<file path="src/rtl/rea_pkg.sv">
// Shared types for the reactive energy pulse accumulator.
package rea_pkg;

    // Source selected for the phase B power sample
    typedef enum logic [1:0] {
        BSRC_OWN    = 2'b00,
        BSRC_ZERO   = 2'b01,
        BSRC_NEG_AC = 2'b10,
        BSRC_NEG_A  = 2'b11
    } bsrc_e;

endpackage

</file>
<file path="src/rtl/rea_bsel.sv">
// rea_bsel: forms the phase B power sample.
// Selects phase B's own product, zero, or a product of the phase B current
// with a synthesised voltage (-va - vc or -va).
// Assumes PROD_W >= V_W + I_W + 2, so the synthesised products fit exactly.
module rea_bsel #(
    parameter int V_W    = 16,
    parameter int I_W    = 16,
    parameter int PROD_W = 36
) (
    input  rea_pkg::bsrc_e             mode,
    input  logic signed [PROD_W-1:0]   own_prod,
    input  logic signed [V_W-1:0]      va,
    input  logic signed [V_W-1:0]      vc,
    input  logic signed [I_W-1:0]      ib,
    output logic signed [PROD_W-1:0]   b_smp
);
    localparam int VD_W  = V_W + 2;
    localparam int MUL_W = VD_W + I_W;

    logic signed [VD_W-1:0]  vb_ac;
    logic signed [VD_W-1:0]  vb_a;
    logic signed [MUL_W-1:0] prod_ac;
    logic signed [MUL_W-1:0] prod_a;

    // Synthesise the phase B voltage candidates with sign extension.
    always_comb begin
        vb_ac = -VD_W'(va) - VD_W'(vc);
        vb_a  = -VD_W'(va);
    end

    // Exact signed products of the phase B current with each candidate voltage.
    always_comb begin
        prod_ac = MUL_W'(vb_ac) * MUL_W'(ib);
        prod_a  = MUL_W'(vb_a)  * MUL_W'(ib);
    end

    // Pick the sample that the selector asks for.
    always_comb begin
        unique case (mode)
            rea_pkg::BSRC_OWN:    b_smp = own_prod;
            rea_pkg::BSRC_ZERO:   b_smp = '0;
            rea_pkg::BSRC_NEG_AC: b_smp = PROD_W'(prod_ac);
            rea_pkg::BSRC_NEG_A:  b_smp = PROD_W'(prod_a);
            default:              b_smp = '0;
        endcase
    end

endmodule

</file>
<file path="src/rtl/rea_phase.sv">
// rea_phase: one phase's residue accumulator, threshold pulse generator and
// signed energy register with a sticky wrap flag.
// Assumes the sample magnitude never exceeds thr, which keeps the residue
// strictly inside (-thr, thr) and lets ACC_W stay small.
module rea_phase #(
    parameter int PROD_W = 36,
    parameter int TH_W   = 48,
    parameter int EN_W   = 32,
    parameter int ACC_W  = 50
) (
    input  logic                     clk,
    input  logic                     rst_n,
    input  logic                     clr,
    input  logic                     smp_en,
    input  logic signed [PROD_W-1:0] smp,
    input  logic [TH_W-1:0]          thr,
    output logic                     pulse_pos,
    output logic                     pulse_neg,
    output logic signed [EN_W-1:0]   energy,
    output logic                     ovf
);
    localparam logic signed [EN_W-1:0] EN_MAX = {1'b0, {(EN_W-1){1'b1}}};
    localparam logic signed [EN_W-1:0] EN_MIN = {1'b1, {(EN_W-1){1'b0}}};

    logic signed [ACC_W-1:0] acc;
    logic signed [ACC_W-1:0] sum;
    logic signed [ACC_W-1:0] thr_s;
    logic signed [ACC_W-1:0] acc_nxt;
    logic                    up;
    logic                    dn;
    logic signed [EN_W-1:0]  en_nxt;
    logic                    wrap;

    // Add the sample and compare the result against the threshold band.
    always_comb begin
        thr_s = $signed({{(ACC_W-TH_W){1'b0}}, thr});
        sum   = acc + ACC_W'(smp);
        up    = (sum >= thr_s);
        dn    = !up && (sum <= -thr_s);
        if (up)
            acc_nxt = sum - thr_s;
        else if (dn)
            acc_nxt = sum + thr_s;
        else
            acc_nxt = sum;
    end

    // Step the energy register by one count and detect a two's complement wrap.
    always_comb begin
        en_nxt = energy;
        wrap   = 1'b0;
        if (up) begin
            en_nxt = energy + EN_W'(1);
            wrap   = (energy == EN_MAX);
        end else if (dn) begin
            en_nxt = energy - EN_W'(1);
            wrap   = (energy == EN_MIN);
        end
    end

    // Register the residue, pulses, energy and sticky flag on each strobe.
    always_ff @(posedge clk) begin
        if (!rst_n || clr) begin
            acc       <= '0;
            pulse_pos <= 1'b0;
            pulse_neg <= 1'b0;
            energy    <= '0;
            ovf       <= 1'b0;
        end else begin
            pulse_pos <= 1'b0;
            pulse_neg <= 1'b0;
            if (smp_en) begin
                acc       <= acc_nxt;
                pulse_pos <= up;
                pulse_neg <= dn;
                energy    <= en_nxt;
                ovf       <= ovf | wrap;
            end
        end
    end

endmodule

</file>
<file path="src/rtl/rea_top.sv">
// rea_top: three-phase reactive energy pulse accumulator.
// Phases A and C integrate their own products. Phase B integrates the sample
// chosen by bsel. Each phase emits unit pulses at threshold crossings and
// counts them in a signed, wrapping energy register.
// Assumes a single clock and a synchronous active-low reset.
module rea_top #(
    parameter int V_W    = 16,
    parameter int I_W    = 16,
    parameter int PROD_W = 36,
    parameter int TH_W   = 48,
    parameter int EN_W   = 32
) (
    input  logic                          clk,
    input  logic                          rst_n,
    input  logic                          clr,
    input  logic                          smp_en,
    input  logic [TH_W-1:0]               thr,
    input  logic [1:0]                    bsel,
    input  logic signed [PROD_W-1:0]      pa_prod,
    input  logic signed [PROD_W-1:0]      pb_prod,
    input  logic signed [PROD_W-1:0]      pc_prod,
    input  logic signed [V_W-1:0]         va,
    input  logic signed [V_W-1:0]         vc,
    input  logic signed [I_W-1:0]         ib,
    output logic [2:0][EN_W-1:0]          energy,
    output logic [2:0]                    pulse_pos,
    output logic [2:0]                    pulse_neg,
    output logic [2:0]                    ovf
);
    localparam int NPH   = 3;
    localparam int ACC_W = ((TH_W > PROD_W) ? TH_W : PROD_W) + 2;

    logic signed [PROD_W-1:0] b_smp;
    logic signed [PROD_W-1:0] smp_vec [NPH];
    logic signed [EN_W-1:0]   en_w    [NPH];

    rea_bsel #(
        .V_W    (V_W),
        .I_W    (I_W),
        .PROD_W (PROD_W)
    ) u_bsel (
        .mode     (rea_pkg::bsrc_e'(bsel)),
        .own_prod (pb_prod),
        .va       (va),
        .vc       (vc),
        .ib       (ib),
        .b_smp    (b_smp)
    );

    // Route each phase's sample to its accumulator.
    always_comb begin
        smp_vec[0] = pa_prod;
        smp_vec[1] = b_smp;
        smp_vec[2] = pc_prod;
    end

    for (genvar g = 0; g < NPH; g++) begin : g_ph
        rea_phase #(
            .PROD_W (PROD_W),
            .TH_W   (TH_W),
            .EN_W   (EN_W),
            .ACC_W  (ACC_W)
        ) u_ph (
            .clk       (clk),
            .rst_n     (rst_n),
            .clr       (clr),
            .smp_en    (smp_en),
            .smp       (smp_vec[g]),
            .thr       (thr),
            .pulse_pos (pulse_pos[g]),
            .pulse_neg (pulse_neg[g]),
            .energy    (en_w[g]),
            .ovf       (ovf[g])
        );
        assign energy[g] = en_w[g];
    end

endmodule

</file>
<file path="config.mk">
export PLATFORM = sky130hd
export DESIGN_NAME = rea_top
export DESIGN_NICKNAME = d
export VERILOG_FILES = /design/src/rtl/rea_pkg.sv /design/src/rtl/rea_bsel.sv /design/src/rtl/rea_phase.sv /design/src/rtl/rea_top.sv
export SDC_FILE = /design/constraint.sdc
export NUM_CORES = 2
export LEC_CHECK = 0
export ABC_AREA = 1
export BUFFER_PORTS_ARGS = -buffer_cell sky130_fd_sc_hd__buf_2
export CORE_ASPECT_RATIO = 1.5
export CORE_MARGIN = 2
export CORE_UTILIZATION = 26
export DETAILED_ROUTE_END_ITERATION = 10
export SYNTH_ARGS = -nofsm -noshare
export SYNTH_HDL_FRONTEND = slang
export SYNTH_SLANG_ARGS = --single-unit
</file>
<file path="constraint.sdc">
create_clock -name clk -period 57.3 [get_ports clk]
set_input_delay 11.46 -clock clk [delete_from_list [all_inputs] [get_ports clk]]
set_output_delay 11.46 -clock clk [all_outputs]
set_load 0.01 [all_outputs]
</file>
==> impl_results.md <==
* Crit path largest cell delay at 0.53 ns
* Tmin final at 29.09 ns
* Clk slew on worst S/H paths at 0.07 ns
* Final period utilization at 50.8%
* I/O pins at 315
* Root Driver: clkbuf_16
* Reg-to-Reg Start: g_ph[0].u_ph.acc[2]$_SDFFE_PP0P_
* Hold Path Cell Cnt at 2
* H-tree levels at 1
* Slew Viols, Final at 0
* Initial antenna violation count at 50
* Crit Path Category: primary input to flip-flop
* F_max at 34.4 MHz
* Max_cap viols at 0
* Final TNS setup at 0 ns
* Hold Path End: g_ph[0].u_ph.ovf$_SDFFE_PP0P_
* Sequential-to-total area share from yosys stat at 7.70%
* Worst hold path class: flip-flop to flip-flop
* Post-synthesis register bit count at 255
* Hold Vio Cnt, Final at 0
* Grt ovf at 0
* Crit end category: flip-flop
* Die Ht at 622 µm
* WP data required at 57.88 ns
* Slew @ Worst Pin at 1.21 ns
* Netlist cell types at 63
* Clock latency on the worst-skew pair at 0.69 ns
* Setup Skew at 0.0188 ns
* Fin nets at 11647
* RSZ-0062 raised after global routing: false
* Crit path max-delay cell type: fa_1
* Final ANT Viol Nets at 0
* Type of origin of the critical path: primary input
* Cell mode on critical path: nand2_1
* Layout cells sized above 1 at 5.03%
* Hold path start: g_ph[0].u_ph.ovf$_SDFFE_PP0P_
* Mean Syn Cell Area at 6.68 µm²
* Post-synth EDFFs at 0
* Num CTS Buffers at 31
* YS warnings at 0
* Via Count at 65831
* Max_slew headroom at 18.7%
* Area delta synth->final at 8.98%
* Vias per std cell at 4.93
* Routed WL at 256000 µm
* CP max FO at 67
* Net Count, Synth at 11569
* Pin count of the biggest net entering global routing at 162
* Die ar. at 259000 µm²
* Cells after Synth at 9921
* Resized cells post-CTS at 0
* Cells on worst reg2reg path at 51
* Number of global-route vias before repair at 66496
* TritonRoute pass-1 iters at 6
* Core area at 254000 µm²
* Rows at 227
* Run status: complete, no violations
* End of the worst register-to-register path: g_ph[0].u_ph.energy[30]$_SDFFE_PP0P_
* Area contributors post-synth: fa_1, ha_1, nand2_1
* First-pass GRT wire length at 388000 µm
* Yosys top cell by area: fa_1
* Initial Util at 26.1%
* DRT iter0 DRCs at 3818
* I/O Buffers at 314
* Fill count at 28414
* CTS tree: built
* Main synth FF type: dfxtp_1
* Post-synthesis cell area at 66300 µm²
* Remaining DRCs at 0
* Critical Path AT at 29.67 ns
* Setup violators final at 0
* Gr usage total at 19.3%
* DP HPWL at 218000 µm
* CTS Hold Buffers Added at 0
* Area fraction of the dominant cell type after synthesis at 17.7%
* Drt wl/cell at 19.2 µm
* Gpl congestion at 0.964
* Worst R2R Setup Slack at 46.27 ns
* Clk sinks at 255
* Setup bufs post-CTS at 0
* Die W at 416 µm
* Ys async rst share at 0%
* Clock Path Buffers at 3
==> synthesized netlist by cell type, drive strengths merged (110+ instances only) <==
cell       n
inv     1661
ha       852
a21oi   1044
nor2    1094
dfxtp    255
o21ai    835
xor2     447
nand3    247
fa       586
nand2   1784
nand4    110
clkbuf   251
==> final cells by class <==
type                            instances  area (µm²)  share of cell area [%]
Inverter                             1676        6300                    8.72
Antenna cell                           21        52.6                  0.0728
Timing Repair Buffer                  358        1920                    2.66
Tap cell                             3320        4150                    5.75
Clock inverter                         17         269                   0.373
Multi-Input combinational cell       7677       53600                    74.2
Sequential cell                       255        5100                    7.07
Clock buffer                           39         846                    1.17
==> cell families after synthesis <==
| group | share of synthesized area [%] |
|---|---|
| AO/OA/AOI/OAI | 18.6 |
| flip-flops | 7.70 |
| XOR/XNOR | 7.19 |
| AND/OR/NAND/NOR | 21.3 |
| buffers and inverters | 11.5 |
| adder cells (fa/ha/maj) | 33.8 |
==> per-layer routing <==
layer	track usage, %	wire (µm)	part of all wire, %	up-vias
li1	-	-	-	32276
met1	21.9	101000	39	31142
met2	34.9	128000	50	1860
met3	1.69	11200	4.4	545
met4	11.0	16300	6.3	8
met5	0	49	0.019	-
==> worst max path at each step <==
| stage | startpoint | endpoint | slack (ns) |
|---|---|---|---|
| 3_5_place_dp | va[0] | g_ph[1].u_ph.energy[31]$_SDFFE_PP0P_ | 27.56 |
| 4_1_cts | va[0] | g_ph[1].u_ph.energy[31]$_SDFFE_PP0P_ | 28.22 |
| 6_report | va[0] | g_ph[1].u_ph.energy[31]$_SDFFE_PP0P_ | 28.21 |
| 2_1_floorplan | va[0] | g_ph[1].u_ph.energy[31]$_SDFFE_PP0P_ | 30.68 |
| 5_1_grt | va[0] | g_ph[1].u_ph.energy[31]$_SDFFE_PP0P_ | 26.65 |
| 3_3_place_gp | va[0] | g_ph[1].u_ph.energy[31]$_SDFFE_PP0P_ | 27.95 |
==> state kept, by name (all words and copies together) (netlist names) <==
name	cells
g_ph.u_ph.pulse_neg	3
g_ph.u_ph.acc	150
g_ph.u_ph.pulse_pos	3
g_ph.u_ph.energy	96
g_ph.u_ph.ovf	3
==> layout by cell type (no fill, tap or decap), types with 10 or more instances in the layout <==
master,netlist,routed
a31oi_1,63,63
o21a_1,29,29
dfxtp_1,255,255
a21boi_0,30,30
nand4_1,110,110
nor2_1,1087,1085
o221ai_1,25,25
buf_4,12,43
or2_2,27,27
clkinv_1,15,15
a211oi_1,32,32
o21bai_1,38,38
fa_1,586,586
nand3_1,241,241
ha_1,852,852
o21ai_0,779,779
o211ai_1,43,43
xnor2_1,96,96
nor3_1,69,69
nand2_2,8,10
a21o_1,45,45
buf_2,35,313
a21oi_1,1042,1042
nor4_1,68,66
inv_1,1650,1649
o21ai_1,56,56
inv_2,9,10
o31ai_1,25,25
diode_2,0,21
clkbuf_16,0,31
nand2_1,1771,1769
xor2_1,446,446
==> stage by stage <==
stage	utilization, %	cells	instance area, µm²	hold WS, ns	setup WS [ns]
CTS	28.4	13342	72200	0.495	28.22
floorplan	-	9921	66300	0.457	30.68
global placement	27.9	13286	71000	0.468	27.95
detailed placement	27.9	13286	71000	0.479	27.56
global route	28.4	13352	72200	0.531	26.65
finish	28.4	13363	72200	0.490	28.21
==> critical path: cells and delay by family <==
kind	cells	cell delay, ns
xor gates and xnor gates	2	0.60
adders and majority gates	12	5.11
AOI/OAI and AO/OA	30	5.82
buffers and inverters	12	1.58
and+or+nand+nor	38	5.04
Power is not shown: default switching activity piles up to over one toggle a cycle in this logic, so the estimate is an artifact.
